`src/rtl/proc_ctl_unit.sv`:
```
module proc_ctl_unit #(
  parameter int ADDR_W = 20,
  parameter logic [ADDR_W-1:0] RESTART = 20'hFFFF0,
  parameter int OP_W = 3,
  parameter int SYNC_STAGES = 2
) (
  input  logic              clk,
  input  logic              rst,
  input  logic              instr_valid,
  input  logic [OP_W-1:0]   instr_op,
  input  logic              test_n,
  input  logic              df_set_req,
  output logic              dir_flag,
  output logic              bus_lock,
  output logic              halted,
  output logic              stall,
  output logic [ADDR_W-1:0] restart_addr
);

  localparam logic [OP_W-1:0] OP_CLD  = OP_W'(1);
  localparam logic [OP_W-1:0] OP_HALT = OP_W'(2);
  localparam logic [OP_W-1:0] OP_WAIT = OP_W'(3);
  localparam logic [OP_W-1:0] OP_LOCK = OP_W'(5);

  typedef enum logic [1:0] {S_RUN, S_WAIT, S_HALT} ctl_state_t;

  ctl_state_t state;
  logic [SYNC_STAGES-1:0] sync;
  logic test_hi, accept, wait_clears, instr_done;

  assign test_hi = sync[SYNC_STAGES-1];
  assign accept  = instr_valid && (state == S_RUN);
  assign halted  = (state == S_HALT);
  assign stall   = (state != S_RUN);

  assign wait_clears = (state == S_WAIT) && !test_hi;
  assign instr_done  = (accept && instr_op != OP_LOCK &&
                        !(instr_op == OP_WAIT && test_hi)) || wait_clears;

  always_ff @(posedge clk) begin
    if (rst) sync <= '1;
    else     sync <= {sync[SYNC_STAGES-2:0], test_n};
  end

  always_ff @(posedge clk) begin
    if (rst) begin
      state <= S_RUN;
    end else begin
      case (state)
        S_RUN: begin
          if (accept && instr_op == OP_HALT) state <= S_HALT;
          else if (accept && instr_op == OP_WAIT && test_hi) state <= S_WAIT;
        end
        S_WAIT:  if (!test_hi) state <= S_RUN;
        default: state <= S_HALT;
      endcase
    end
  end

  always_ff @(posedge clk) begin
    if (rst) dir_flag <= 1'b0;
    else if (accept && instr_op == OP_CLD) dir_flag <= 1'b0;
    else if (df_set_req) dir_flag <= 1'b1;
  end

  always_ff @(posedge clk) begin
    if (rst) bus_lock <= 1'b0;
    else if (accept && instr_op == OP_LOCK) bus_lock <= 1'b1;
    else if (instr_done) bus_lock <= 1'b0;
  end

  always_ff @(posedge clk) begin
    if (rst) restart_addr <= RESTART;
  end


  clr_df_chk: assert property (@(posedge clk) disable iff (rst)
    (instr_valid && !stall && instr_op == OP_CLD) |=> !dir_flag);


  halt_hold_chk: assert property (@(posedge clk) disable iff (rst)
    halted |=> (halted && stall));


  wait_hold_chk: assert property (@(posedge clk) disable iff (rst)
    (stall && !halted && test_hi) |=> stall);


  lock_rise_chk: assert property (@(posedge clk) disable iff (rst)
    (instr_valid && !stall && instr_op == OP_LOCK) |=> bus_lock);


  stall_ignore_chk: assert property (@(posedge clk) disable iff (rst)
    (stall && !df_set_req) |=> $stable(dir_flag));

endmodule

```
`config.mk`:
```
export PLATFORM = sky130hd
export DESIGN_NAME = proc_ctl_unit
export DESIGN_NICKNAME = d
export VERILOG_FILES = /design/src/rtl/proc_ctl_unit.sv
export SDC_FILE = /design/constraint.sdc
export NUM_CORES = 1
export LEC_CHECK = 0
export BUFFER_PORTS_ARGS = -buffer_cell sky130_fd_sc_hd__buf_4
export CORE_AREA = 2 2 39 41
export DETAILED_ROUTE_END_ITERATION = 8
export DIE_AREA = 0 0 41 43
export HOLD_SLACK_MARGIN = 0.08
export PLACE_DENSITY_LB_ADDON = 0.2
export SYNTH_ARGS = -nofsm -noshare
export SYNTH_HDL_FRONTEND = slang
export SYNTH_SLANG_ARGS = --single-unit
```
`constraint.sdc`:
```
create_clock -name clk -period 1.6 [get_ports clk]
set_input_delay 0.16 -clock clk [delete_from_list [all_inputs] [get_ports clk]]
set_output_delay 0.16 -clock clk [all_outputs]
set_load 0.02 [all_outputs]
```
==> results of run 1 <==
==> worst max-delay path: cells and delay by family, from the launching register on <==
family	cells	cell delay [ps]
simple gates	2	740
flops	1	330
compound gates	1	230
==> layer usage <==
metal / GRT usage / vias to the layer above
li1: - / 144
met1: 0.09677 / 108
met2: 0.09063 / 19
met3: 0.07853 / 4
met4: 0.06000 / 0
met5: 0 / -
==> final cells by class <==
cell class | instances | area, um^2 | area share
multi-input combinational | 36 | 193.9 | 0.4270
tap | 16 | 20.02 | 0.04408
clock buffer | 3 | 22.52 | 0.04959
inverter | 4 | 15.01 | 0.03306
sequential | 6 | 120.1 | 0.2645
timing repair buffer | 11 | 82.58 | 0.1818
==> per-stage QoR <==
stage                     instances    util  power, mW  hold WS (ps)
after floorplan                  66       -     0.2658         232.4
after global placement           73  0.3119     0.2564         344.3
after detailed placement         73  0.3119     0.2559         347.4
after CTS                        76  0.3282     0.4000         89.24
after global routing             76  0.3282     0.4187         98.83
final                            76  0.3282     0.3917         97.41
==> cell families after synthesis <==
| logic type | count (synthesis) |
|---|---|
| buffers and inverters | 24 |
| and+or+nand+nor | 10 |
| DFF | 6 |
| AOI/OAI and AO/OA | 6 |
| other | 2 |
==> final timing paths <==
kind              end  cells after the start
min           sync[0]                      2
max reg2reg  dir_flag                      3
max          dir_flag                      3
min reg2reg   sync[1]                      1
==> power breakdown <==
group	switching (mW)	leakage, nW	internal (mW)
Sequential	0.00432	0.0493	0.157
Clock	0.0536	0.0138	0.0848
Combinational	0.0630	0.168	0.0292
==> Yosys cell counts (all sizes together) <==
library cell  count  area share
conb              2       0.018
a21oi             1       0.012
nor2b             2       0.030
a211oi            1       0.018
nor3b             1       0.018
a311oi            1       0.021
inv               4       0.036
nand2             1      0.0091
or2               3       0.052
nand4             1       0.015
buf              20        0.36
dfxtp             6        0.29
or4b              1       0.033
o311ai            1       0.021
nor2              1      0.0091
o221a             1       0.027
o32ai             1       0.021
==> flip-flops by register name, indices dropped and copies added, names as in the netlist <==
signal and flops:
sync 2, dir_flag 1, bus_lock 1, state 2
==> cell usage in the layout (no fill, tap or decap), types with 2 or more instances in the layout <==
cell      instances
dfxtp_1           6
inv_1             4
buf_4            11
nor2b_1           2
clkbuf_4          3
or2_2             2
conb_1           20
==> qor.csv, run 1 <==
stage,metric,value,unit
setup_path,r2r_start,state[1],
min_path,min-delay-start,test_n,
floorplan,die_h,43,um
global_route,antenna_found_initial,0,
global_route,grt_pass1_wl,876,um
setup_path,crit_arrival,1550,ps
placed_design,place_congestion,0.6837,
logic_synthesis,synth-adder-area-share,0,
clock_tree,cts_setup_buffers,0,
setup_path,endpoint_kind,register,
clock_tree,clock-root-buffer,clkbuf_4,
clock_tree,cts_tree,built,
global_route,grt_pass1_vias,220,
clock_tree,numCtsBuffers,3,
routing,routed_wl,596,um
power_and_ir_drop,power_density,862.5,nW/um^2
clock_tree,clk_pin_slew,40,ps
setup_path,critPathMaxFanout,5,
floorplan,die-area,1763,um^2
routing,routed_via_density,3.618,
final_layout,n_fill_cell,161,
timing,fin_skew,2.926,ps
global_route,grt-ovfl-total,0,
floorplan,start_util,0.2975,
setup_path,crit_path_max_incr_delay,480,ps
clock_tree,ctsHoldBuffers,0,
outcome,status,finished clean,
routing,wl_met2,257,um
routing,drc,0,
logic_synthesis,syn_inst,48,
setup_path,required,1740,ps
logic_synthesis,synthSimpleGateAreaFrac,0.1672,
global_route,grtUsageTotal,0.08342,
clock_tree,cts.sinks,6,
timing,fin_crit_sh,0.8845,
logic_synthesis,syn_area_per_cell,8.576,um^2
final_layout,final_nets,70,
final_layout,layout-drive-gt1-share,0.3167,
floorplan,rows,14,
timing,rsz0062_at_grt,false,
logic_synthesis,synth_top_family_by_area,buffers and inverters,
routing,drt_iter0_drc,1,
final_layout,syn_to_final_growth,10.33,%
setup_path,path_cells,"or2_4, or4b_4, o221a_2",
setup_path,cp-start-kind,register,
power_and_ir_drop,power_leakage,0.2314,nW
final_layout,antenna_cells,0,
timing,setup_viol,0,
routing,vias,275,
floorplan,die_w,41,um
setup_path,rrSetupSlack,180,ps
logic_synthesis,synth_xor_area_frac,0,
timing,maxSlewViolCount,0,
timing,max_freq,0.7066,GHz
floorplan,ios,32,
setup_path,crit_type,register to register,
routing,dr.pass1.iters,2,
clock_tree,clockBufferDepth,2,
routing,met3WireLength,91,um
clock_tree,clk_latency,250,ps
logic_synthesis,synth-seq-cells,6,
global_route,grt_max_degree,7,
logic_synthesis,netlist_area,411.6,um^2
timing,fin_crit,1415,ps
placed_design,hpwl,492.7,um
logic_synthesis,yosysSeqAreaShare,0.2918,
min_path,hold_class,primary input to register,
routing,routedWlPerCell,7.842,um
timing,fin_ws,184.8,ps
final_layout,stdcell_area,454.2,um^2
clock_tree,htreeDepth,1,
logic_synthesis,synth_compound_area_frac,0.1216,
power_and_ir_drop,max-vdd-ir-drop,0.4688,mV
routing,wl_met1,227,um
placed_design,postPlaceCellArea,431.7,um^2
floorplan,core-area,1384,um^2
logic_synthesis,ys_warn_count,0,
flow_run,cap_violations,0,
clock_tree,post_cts_resized,0,
logic_synthesis,muxShareOfSynthArea,0,
timing,hold_viol_final,0,
routing,antenna_left,0,
setup_path,slowest_stage,or4b_4,
routing,maxUsedRoutingLayer,met4,
placed_design,portBuffers,11,
setup_path,cp-startpoint,state[1],
placed_design,place_ws,185.6,ps
logic_synthesis,synth_cell_types,18,
timing,tns,0,ps
Note: power is estimated with default switching activity, not from simulation.
==> run 2, diff against run 1 <==
CAP_MARGIN = 20   (was unset)
clock period = 1.5 ns   (was 1.6 ns; I/O delays follow)
==> run 2 against run 1 <==
  * Worst setup slack worse by 98 ps
  * Die area stayed put
  * Combinational power is 8% higher
  * Largest cell class unchanged
  * Via count is 2.5% higher
  * Flip-flop and latch count stayed put
  * Clock skew is 0.74 ps lower
  * Non-clock buffer count is 1 higher
  * Utilization is 0.54 points higher
  * Final cell count is 1.3% higher
  * Cell area is 1.7% higher
  * Sequential power is 6% higher
  * Clock power is 7% higher
==> qor.csv, run 2 (synthesis results as in run 1) <==
stage,metric,value,unit,change
outcome,status,finished clean,,unchanged
timing,rsz0062_at_grt,false,,unchanged
clock_tree,clk_pin_slew,40,ps,about the same
setup_path,r2r_end,dir_flag,,unchanged
global_route,grt_pass1_wl,890,um,was 876 um
floorplan,die_h,43,um,unchanged
timing,max_freq,0.7074,GHz,was 0.7066 GHz
final_layout,antenna_cells,0,,unchanged
final_layout,final_nets,71,,was 70
power_and_ir_drop,max-vdd-ir-drop,0.3716,mV,was 0.4688 mV
global_route,grtUsageTotal,0.08249,,was 0.08342
setup_path,critPathMaxFanout,5,,unchanged
routing,drt_iter0_drc,6,,was 1
min_path,min-delay-start,test_n,,unchanged
setup_path,crit_arrival,1550,ps,about the same
global_route,grt_max_degree,7,,unchanged
setup_path,cp-start-kind,register,,unchanged
floorplan,ios,32,,unchanged
clock_tree,ctsHoldBuffers,0,,unchanged
timing,fin_crit,1414,ps,was 1415 ps
setup_path,endpoint_kind,register,,unchanged
routing,routed_via_density,3.662,,was 3.618
routing,drc,0,,unchanged
global_route,antenna_found_initial,0,,unchanged
setup_path,r2r_start,state[1],,unchanged
clock_tree,cts_setup_buffers,0,,unchanged
timing,tns,0,ps,unchanged
placed_design,place_congestion,0.7045,,was 0.6837
setup_path,required,1630,ps,was 1740 ps
flow_run,cap_violations,0,,unchanged
floorplan,core-area,1384,um^2,unchanged
clock_tree,htreeDepth,1,,unchanged
timing,setup_viol,0,,unchanged
routing,vias,282,,was 275
global_route,grt-ovfl-total,0,,unchanged
routing,routed_wl,623,um,was 596 um
power_and_ir_drop,power_leakage,0.2368,nW,was 0.2314 nW
routing,dr.pass1.iters,2,,unchanged
final_layout,layout-drive-gt1-share,0.3279,,was 0.3167
clock_tree,clockBufferDepth,2,,unchanged
power_and_ir_drop,finalPower,0.4183,mW,was 0.3917 mW
final_layout,stdcell_area,461.7,um^2,was 454.2 um^2
placed_design,hpwl,515.9,um,was 492.7 um
setup_path,rrSetupSlack,90,ps,was 180 ps
placed_design,postPlaceCellArea,439.2,um^2,was 431.7 um^2
clock_tree,clk_latency,240,ps,was 250 ps
routing,routedWlPerCell,8.091,um,was 7.842 um
setup_path,worst_r2r_path_depth,3,,unchanged
final_layout,fin_util,0.3336,,was 0.3282
floorplan,die_w,41,um,unchanged
clock_tree,post_cts_resized,0,,unchanged
clock_tree,clock-root-buffer,clkbuf_4,,unchanged
timing,fin_skew,2.186,ps,was 2.926 ps
clock_tree,numCtsBuffers,3,,unchanged
final_layout,n_fill_cell,158,,was 161
floorplan,die-area,1763,um^2,unchanged
clock_tree,cts.sinks,6,,unchanged
timing,maxSlewViolCount,0,,unchanged
min_path,hold_depth,2,,unchanged
clock_tree,cts_tree,built,,unchanged
setup_path,crit_type,register to register,,unchanged
timing,whs,90.76,ps,was 97.41 ps
floorplan,rows,14,,unchanged
timing,fin_crit_sh,0.9424,,was 0.8845
final_layout,mostFrequentLayoutCell,conb_1,,unchanged
min_path,hold_class,primary input to register,,unchanged
final_layout,syn_to_final_growth,12.16,%,was 10.33%
global_route,grt_pass1_vias,224,,was 220
timing,hold_viol_final,0,,unchanged
floorplan,start_util,0.2975,,unchanged
min_path,hold_end,sync[0],,unchanged
routing,antenna_left,0,,unchanged
final_layout,reg_top3,"state: 2 flops, sync: 2 flops",,unchanged
placed_design,portBuffers,11,,unchanged
power_and_ir_drop,power_density,906.1,nW/um^2,was 862.5 nW/um^2
final_layout,final_cell_mix,"conb_1 (20), buf_4 (12), dfxtp_1 (6), inv_1 (4), clkbuf_4 (3)",,"was conb_1 (20), buf_4 (11), dfxtp_1 (6), inv_1 (4), clkbuf_4 (3)"
[run 2: through the flow]
stage / cells / setup WS, ps
after floorplan: 66 / 77.53
after global placement: 74 / 96.78
after detailed placement: 74 / 85.44
after CTS: 77 / 80.78
after global routing: 77 / 53.62
final: 77 / 86.41
[run 2: worst max path at each step]
| stage | from | to | cells past startpoint |
|---|---|---|---|
| after floorplan | state[1] | dir_flag | 3 |
| after global placement | state[1] | dir_flag | 3 |
| after detailed placement | state[1] | bus_lock | 3 |
| after CTS | state[1] | dir_flag | 3 |
| after global routing | state[1] | dir_flag | 3 |
| final | state[1] | dir_flag | 3 |
[run 2: area by class of cell]
| type | count | area (um^2) | share of cell area |
|---|---|---|---|
| Inverter | 4 | 15.01 | 0.03252 |
| Clock buffer | 3 | 22.52 | 0.04878 |
| Multi-Input combinational cell | 36 | 193.9 | 0.4201 |
| Timing Repair Buffer | 12 | 90.09 | 0.1951 |
| Sequential cell | 6 | 120.1 | 0.2602 |
| Tap cell | 16 | 20.02 | 0.04336 |
[run 2: routing by layer]
metal  global-route usage  vias up  wire length, um
met5                    0        -                0
met4              0.04000        0                0
met3              0.07853        0              104
met2               0.1000       20              282
met1              0.09385      117              236
li1                     -      145                -
[run 2: worst max-delay path, stage by stage (launching register included)]
cell and delay (ps):
dfxtp_1 330, or2_4 260, or4b_4 490, o221a_2 230
[run 2: report_power, final]
| part | internal [mW] | switching (mW) |
|---|---|---|
| Sequential | 0.167 | 0.00405 |
| Combinational | 0.0321 | 0.0682 |
| Clock | 0.0904 | 0.0563 |
| Total | 0.290 | 0.129 |
